## src/rtl/sc_status_pkg.sv

```systemverilog
package sc_status_pkg;
  localparam int STAT_W    = 8;
  localparam int BIT_EMPTY = 7;
  localparam int BIT_FULL  = 6;
  localparam int BIT_PER   = 3;
  localparam int BIT_TEND  = 2;

  typedef struct packed {
    logic setPer;
    logic clrPer;
    logic setFull;
    logic clrFull;
    logic rxLoad;
    logic setTend;
    logic forceTend;
    logic clrTend;
  } flag_strobes_t;
endpackage

```

## src/rtl/sc_etu_delay.sv

```systemverilog
module sc_etu_delay #(
  parameter int CNT_W       = 5,
  parameter int STEPS_PLAIN = 25,
  parameter int STEPS_BLOCK = 23,
  parameter int STEPS_GUARD = 22
) (
  input  logic clk,
  input  logic rstN,
  input  logic start,
  input  logic halfTick,
  input  logic guardMode,
  input  logic blockMode,
  output logic expire
);
  localparam logic [CNT_W-1:0] LOAD_PLAIN = CNT_W'(STEPS_PLAIN);
  localparam logic [CNT_W-1:0] LOAD_BLOCK = CNT_W'(STEPS_BLOCK);
  localparam logic [CNT_W-1:0] LOAD_GUARD = CNT_W'(STEPS_GUARD);
  localparam logic [CNT_W-1:0] LAST_STEP  = CNT_W'(1);

  logic [CNT_W-1:0] remain;
  logic [CNT_W-1:0] loadVal;
  logic             running;

  always_comb begin
    if (guardMode)      loadVal = LOAD_GUARD;
    else if (blockMode) loadVal = LOAD_BLOCK;
    else                loadVal = LOAD_PLAIN;
  end

  assign expire = running && halfTick && !start && (remain == LAST_STEP);

  always_ff @(posedge clk) begin
    if (!rstN) begin
      running <= 1'b0;
      remain  <= '0;
    end else if (start) begin
      running <= 1'b1;
      remain  <= loadVal;
    end else if (running && halfTick) begin
      remain <= remain - LAST_STEP;
      if (remain == LAST_STEP) running <= 1'b0;
    end
  end
endmodule

```

## src/rtl/sc_status_ctrl.sv

```systemverilog
module sc_status_ctrl
  import sc_status_pkg::*;
#(
  parameter int CNT_W       = 5,
  parameter int STEPS_PLAIN = 25,
  parameter int STEPS_BLOCK = 23,
  parameter int STEPS_GUARD = 22
) (
  input  logic              clk,
  input  logic              rstN,
  input  logic              halfTick,
  input  logic              txStart,
  input  logic              rxDone,
  input  logic              rxParityErr,
  input  logic              errSignal,
  input  logic              txEmpty,
  input  logic              guardMode,
  input  logic              blockMode,
  input  logic              txEnable,
  input  logic              rxEnable,
  input  logic              regRd,
  input  logic              regWr,
  input  logic [STAT_W-1:0] wrData,
  input  logic              dmaTxWrite,
  input  logic              parErrQ,
  input  logic              rxFullQ,
  output flag_strobes_t     strobes
);
  localparam logic [STAT_W-1:0] USED_MASK =
    STAT_W'((1 << BIT_EMPTY) | (1 << BIT_FULL) | (1 << BIT_PER));

  logic seenPer, seenFull, seenEmpty;
  logic accept, expire;
  logic unusedWr;

  assign unusedWr = ^(wrData & ~USED_MASK);

  sc_etu_delay #(
    .CNT_W(CNT_W), .STEPS_PLAIN(STEPS_PLAIN),
    .STEPS_BLOCK(STEPS_BLOCK), .STEPS_GUARD(STEPS_GUARD)
  ) uDelay (
    .clk(clk), .rstN(rstN), .start(txStart), .halfTick(halfTick),
    .guardMode(guardMode), .blockMode(blockMode), .expire(expire)
  );

  // A read arms each latch with the flag value seen; any write consumes it.
  always_ff @(posedge clk) begin
    if (!rstN) begin
      seenPer   <= 1'b0;
      seenFull  <= 1'b0;
      seenEmpty <= 1'b0;
    end else if (regWr) begin
      seenPer   <= 1'b0;
      seenFull  <= 1'b0;
      seenEmpty <= 1'b0;
    end else if (regRd) begin
      seenPer   <= parErrQ;
      seenFull  <= rxFullQ;
      seenEmpty <= txEmpty;
    end
  end

  assign accept = rxDone && rxEnable && !parErrQ;

  always_comb begin
    strobes.setPer    = accept && rxParityErr;
    strobes.setFull   = accept && !rxParityErr;
    strobes.rxLoad    = accept;
    strobes.clrPer    = regWr && !wrData[BIT_PER] && seenPer;
    strobes.clrFull   = regWr && !wrData[BIT_FULL] && seenFull;
    strobes.forceTend = !txEnable && !errSignal;
    strobes.setTend   = expire && !errSignal && txEmpty;
    strobes.clrTend   = dmaTxWrite || (regWr && !wrData[BIT_EMPTY] && seenEmpty);
  end
endmodule

```

## src/rtl/sc_status_dp.sv

```systemverilog
module sc_status_dp
  import sc_status_pkg::*;
(
  input  logic              clk,
  input  logic              rstN,
  input  flag_strobes_t     strobes,
  input  logic              txEmpty,
  input  logic              syncMode,
  output logic              parErr,
  output logic              rxFull,
  output logic              txEnd,
  output logic              rxLoad,
  output logic              rxBlock,
  output logic              txBlock,
  output logic [STAT_W-1:0] rdData
);
  always_ff @(posedge clk) begin
    if (!rstN) begin
      parErr <= 1'b0;
      rxFull <= 1'b0;
      txEnd  <= 1'b1;
      rxLoad <= 1'b0;
    end else begin
      rxLoad <= strobes.rxLoad;
      if (strobes.setPer)       parErr <= 1'b1;
      else if (strobes.clrPer)  parErr <= 1'b0;
      if (strobes.setFull)      rxFull <= 1'b1;
      else if (strobes.clrFull) rxFull <= 1'b0;
      if (strobes.forceTend || strobes.setTend) txEnd <= 1'b1;
      else if (strobes.clrTend)                 txEnd <= 1'b0;
    end
  end

  assign rxBlock = parErr;
  assign txBlock = parErr && syncMode;

  always_comb begin
    rdData            = '0;
    rdData[BIT_EMPTY] = txEmpty;
    rdData[BIT_FULL]  = rxFull;
    rdData[BIT_PER]   = parErr;
    rdData[BIT_TEND]  = txEnd;
  end
endmodule

```

## src/rtl/sc_status_flags.sv

```systemverilog
module sc_status_flags
  import sc_status_pkg::*;
#(
  parameter int CNT_W       = 5,
  parameter int STEPS_PLAIN = 25,
  parameter int STEPS_BLOCK = 23,
  parameter int STEPS_GUARD = 22
) (
  input  logic              clk,
  input  logic              rstN,
  input  logic              halfTick,
  input  logic              txStart,
  input  logic              rxDone,
  input  logic              rxParityErr,
  input  logic              errSignal,
  input  logic              txEmpty,
  input  logic              guardMode,
  input  logic              blockMode,
  input  logic              syncMode,
  input  logic              txEnable,
  input  logic              rxEnable,
  input  logic              regRd,
  input  logic              regWr,
  input  logic [STAT_W-1:0] wrData,
  input  logic              dmaTxWrite,
  output logic [STAT_W-1:0] rdData,
  output logic              parErr,
  output logic              rxFull,
  output logic              txEnd,
  output logic              rxLoad,
  output logic              rxBlock,
  output logic              txBlock
);
  flag_strobes_t strobes;

  sc_status_ctrl #(
    .CNT_W(CNT_W), .STEPS_PLAIN(STEPS_PLAIN),
    .STEPS_BLOCK(STEPS_BLOCK), .STEPS_GUARD(STEPS_GUARD)
  ) uCtrl (
    .clk(clk), .rstN(rstN), .halfTick(halfTick), .txStart(txStart),
    .rxDone(rxDone), .rxParityErr(rxParityErr), .errSignal(errSignal),
    .txEmpty(txEmpty), .guardMode(guardMode), .blockMode(blockMode),
    .txEnable(txEnable), .rxEnable(rxEnable), .regRd(regRd), .regWr(regWr),
    .wrData(wrData), .dmaTxWrite(dmaTxWrite), .parErrQ(parErr),
    .rxFullQ(rxFull), .strobes(strobes)
  );

  sc_status_dp uDp (
    .clk(clk), .rstN(rstN), .strobes(strobes), .txEmpty(txEmpty),
    .syncMode(syncMode), .parErr(parErr), .rxFull(rxFull), .txEnd(txEnd),
    .rxLoad(rxLoad), .rxBlock(rxBlock), .txBlock(txBlock), .rdData(rdData)
  );
endmodule

```

## config.mk

```make
export PLATFORM = sky130hd
export DESIGN_NAME = sc_status_flags
export DESIGN_NICKNAME = d
export VERILOG_FILES = /design/src/rtl/sc_status_pkg.sv /design/src/rtl/sc_etu_delay.sv /design/src/rtl/sc_status_ctrl.sv /design/src/rtl/sc_status_dp.sv /design/src/rtl/sc_status_flags.sv
export SDC_FILE = /design/constraint.sdc
export NUM_CORES = 1
export LEC_CHECK = 0
export ABC_AREA = 1
export BUFFER_PORTS_ARGS = -buffer_cell sky130_fd_sc_hd__buf_2
export CORE_MARGIN = 2
export CORE_UTILIZATION = 43
export DETAILED_ROUTE_END_ITERATION = 10
export HOLD_SLACK_MARGIN = 0.03
export PLACE_DENSITY = 0.77
export SYNTH_ARGS = -nofsm -noshare
export SYNTH_HDL_FRONTEND = slang
export SYNTH_SLANG_ARGS = --single-unit
```

## constraint.sdc

```tcl
create_clock -name clk -period 1.5 [get_ports clk]
set_input_delay 0.3 -clock clk [delete_from_list [all_inputs] [get_ports clk]]
set_output_delay 0.3 -clock clk [all_outputs]
set_load 0.05 [all_outputs]
```

==> results by stage <==
Routing:
- After detailed routing, the number of remaining DRC violations is 0.
- Detailed routing inserted a total of 704 vias.
- The final routed wirelength across all metal layers is 1440 um.
- The detailed router finished its first iteration with 9 violations.
- Dividing the detail-routed via count by the number of cells gives 4.86.
- The average detailed-routed wire length per instance is 9.94 um.
- The number of search-and-repair iterations in the first detailed-routing pass is 4.
- The detail route stage leaves a number of antenna-violating nets equal to 0.

Timing:
- For the final database, setup skew stands at 1.20 ps.
- Setup total negative slack on the finished layout was measured at 0 ps.
- The number of hold violations in the final report is 0.
- The number of pins with negative max-slew slack in the final report was 0.
- The time the final worst path needs with I/O delays and setup is 1350 ps.
- Of the available clock period, the critical path in the final layout requires 0.900.
- Setup repair after global routing left no endpoint under its margin.
- Setup violations remaining at the end of the flow were counted as 0.
- The fmax is 741 MHz.

Floorplan:
- The die is 44.5 um tall.
- The die covers 1980 um^2.
- The floorplan row count is 14.
- The region available for standard cell placement spans 1520 um^2.
- The die is 44.5 um wide.
- For this configuration, the core starts out at a cell density of 0.464.
- In this run the count of I/O pins placed on the die edge is 38.

Finish:
- Leaving out fill and tap cells, the most frequent cells in the layout are sky130_fd_sc_hd__buf_2 (28), sky130_fd_sc_hd__nand2_1 (26), sky130_fd_sc_hd__dfxtp_1 (13).
- The repair_antennas step left the layout with diodes totalling 0.
- Compared with the post-synthesis result, the final layout area differs by 18.4%.
- The number of inserted filler cells in the final layout is 163.
- The share of final-layout standard cells stronger than drive strength 1 is 0.310.
- The non-filler instance count after layout is 145.
- Leaving out fill and tap cells, the most frequent cell in the layout is sky130_fd_sc_hd__buf_2.
- Once layout is complete, the utilization of the core stands at 0.549.
- The post-layout net count is 156.

Clock tree:
- After clock tree synthesis, the clock-pin slew on the worst setup and hold paths is 70 ps.
- The CTS H-tree depth is 1.
- At the later pin of the worst-skew pair, clock insertion delay measures 270 ps.
- Post-CTS repair changed the size of 0 cells.
- Clock tree synthesis inserted a total of 3 buffers.
- The TritonCTS clock tree is done.
- The buffer levels on the longest clock path is 2.
- The post-CTS setup repair buffer count is 0.
- CTS placed an instance of sky130_fd_sc_hd__clkbuf_4 at the clock tree root.
- In this run, post-CTS hold repair placed 0 buffers.
- The count of clock tree sinks is 13.

GRT:
- The pin count of the biggest net entering global routing is 8.
- The number of antenna violations at the first check in global routing is 0.
- The all-layer global routing usage is 0.146.
- The met3 track demand over resource in global routing is 0.0367.
- The wire length of the first global-routing pass is 2100 um.
- The remaining global-route overflow is 0.
- The number of global-route vias before repair was 543.
- For this run, global-route usage on met2 was measured as 0.258.
- The layer flagged by global routing as most heavily used is met2.
- The met1 usage is 0.160.

Logic synthesis:
- The total of warnings raised by yosys is 0.
- The mapped netlist covers 707 um^2.
- By area the synthesized netlist is led by sky130_fd_sc_hd__dfxtp_1 (37%), sky130_fd_sc_hd__nand2_1 (14%), sky130_fd_sc_hd__buf_4 (9.6%).
- The share of synthesized area occupied by flip-flops and latches is 0.368.
- The largest total area in the synthesized netlist belongs to sky130_fd_sc_hd__dfxtp_1.
- The average size of a mapped cell is 6.86 um^2.
- Of the post-synthesis cell area, the dominant cell type holds 0.368.
- The synthesized instance count is 103.
- The number of distinct library cells after synthesis is 21.
- The count of state elements after synthesis is 13.

Worst hold path:
- The class of the tightest hold or removal check is in2reg.

Place:
- The placed instance count is 141.
- Routability-driven placement finished with a final weighted congestion of 0.823.
- The number of buffers added on ports is 28.
- The wire-length estimate of the detail-placed layout is 1160 um.

Outcome:
- The run finished with clean final reports.

Critical path:
- For the worst setup path, the data arrival time is 1050 ps.
- The worst setup path is of the reg2out kind.
- The data required time at the worst endpoint is 1200 ps.
- The kind of start point of the critical path is a register.
- The category of the worst setup path capture point is an output port.
- Along the worst path, the maximum fanout reaches 7.

Power:
- The leakage dissipation is 0.436 nW.
- The power per standard cell area is 961 nW/um^2.
- The worst supply voltage drop on vdd is 0.000531 V.

Flow run:
- The number of max-cap violations is 0.
-- Yosys cell counts (all sizes together) --
library cell / n
nand2: 26
nand3b: 1
o21ai: 4
or2: 3
conb: 1
o22ai: 1
nor2: 12
nand4: 1
nand3: 7
a21oi: 7
buf: 9
a31oi: 2
inv: 14
dfxtp: 13
ha: 2
-- power by group --
group	internal (mW)	switching, mW
sequential	0.367	0.0166
clock	0.103	0.106
combinational	0.0623	0.150
total	0.532	0.273
-- metrics by stage --
stage / area [um^2] / total power, mW / setup slack [ps] / hold WS [ps]
floorplan: 718 / 0.560 / 84.4 / 403
global placement: 811 / 0.596 / 381 / 451
detailed placement: 811 / 0.602 / 363 / 459
CTS: 837 / 0.814 / 130 / 230
global route: 837 / 0.858 / 75.6 / 226
finish: 837 / 0.804 / 150 / 236
-- cells by family after synthesis --
logic type | count (synthesis) | synth area share
other | 1 | 0.00530
and+or+nand+nor | 50 | 0.312
adders and majority gates | 2 | 0.0354
AOI/OAI and AO/OA | 14 | 0.110
buffers and inverters | 23 | 0.170
DFF | 13 | 0.368
-- area by class of cell --
class	instances	area, um^2	area share
multi-input combinational	70	338	0.404
sequential	13	260	0.311
timing repair buffer	28	140	0.167
inverter	14	52.6	0.0628
clock buffer	4	26.3	0.0314
tap	16	20.0	0.0239
-- layer usage --
| layer | part of all wire | vias to the layer above |
|---|---|---|
| li1 | - | 362 |
| met1 | 0.42 | 305 |
| met2 | 0.48 | 35 |
| met3 | 0.10 | 2 |
| met4 | 0.0056 | 0 |
| met5 | 0 | - |
-- worst max-delay path: stages (launching register included) --
cell                      delay (ps)
sky130_fd_sc_hd__dfxtp_1         420
sky130_fd_sc_hd__nand2_1          70
sky130_fd_sc_hd__inv_1            50
sky130_fd_sc_hd__buf_2           250
-- path summary, 6_finish.rpt --
kind | startpoint | cells after the start | to | slack [ps]
min | rxParityErr | 3 | uDp.parErr$_SDFFE_PN0P_ | 240
min reg2reg | uCtrl.seenFull$_SDFFE_PP0P_ | 2 | uCtrl.seenFull$_SDFFE_PP0P_ | 470
max reg2reg | uCtrl.uDelay.remain[0]$_SDFFE_PN0P_ | 4 | uCtrl.uDelay.remain[1]$_SDFFE_PN0P_ | 350
max | uDp.parErr$_SDFFE_PN0P_ | 3 | txBlock | 150
-- state kept, by name, indices dropped and copies added, names as in the netlist --
signal and flops:
uCtrl.seenFull 1, uDp.rxFull 1, uCtrl.uDelay.running 1, uDp.txEnd 1, uCtrl.seenEmpty 1, uCtrl.seenPer 1, uDp.rxLoad 1, uCtrl.uDelay.remain 5
uDp.parErr 1
Note: power is estimated with default switching activity, not from simulation.
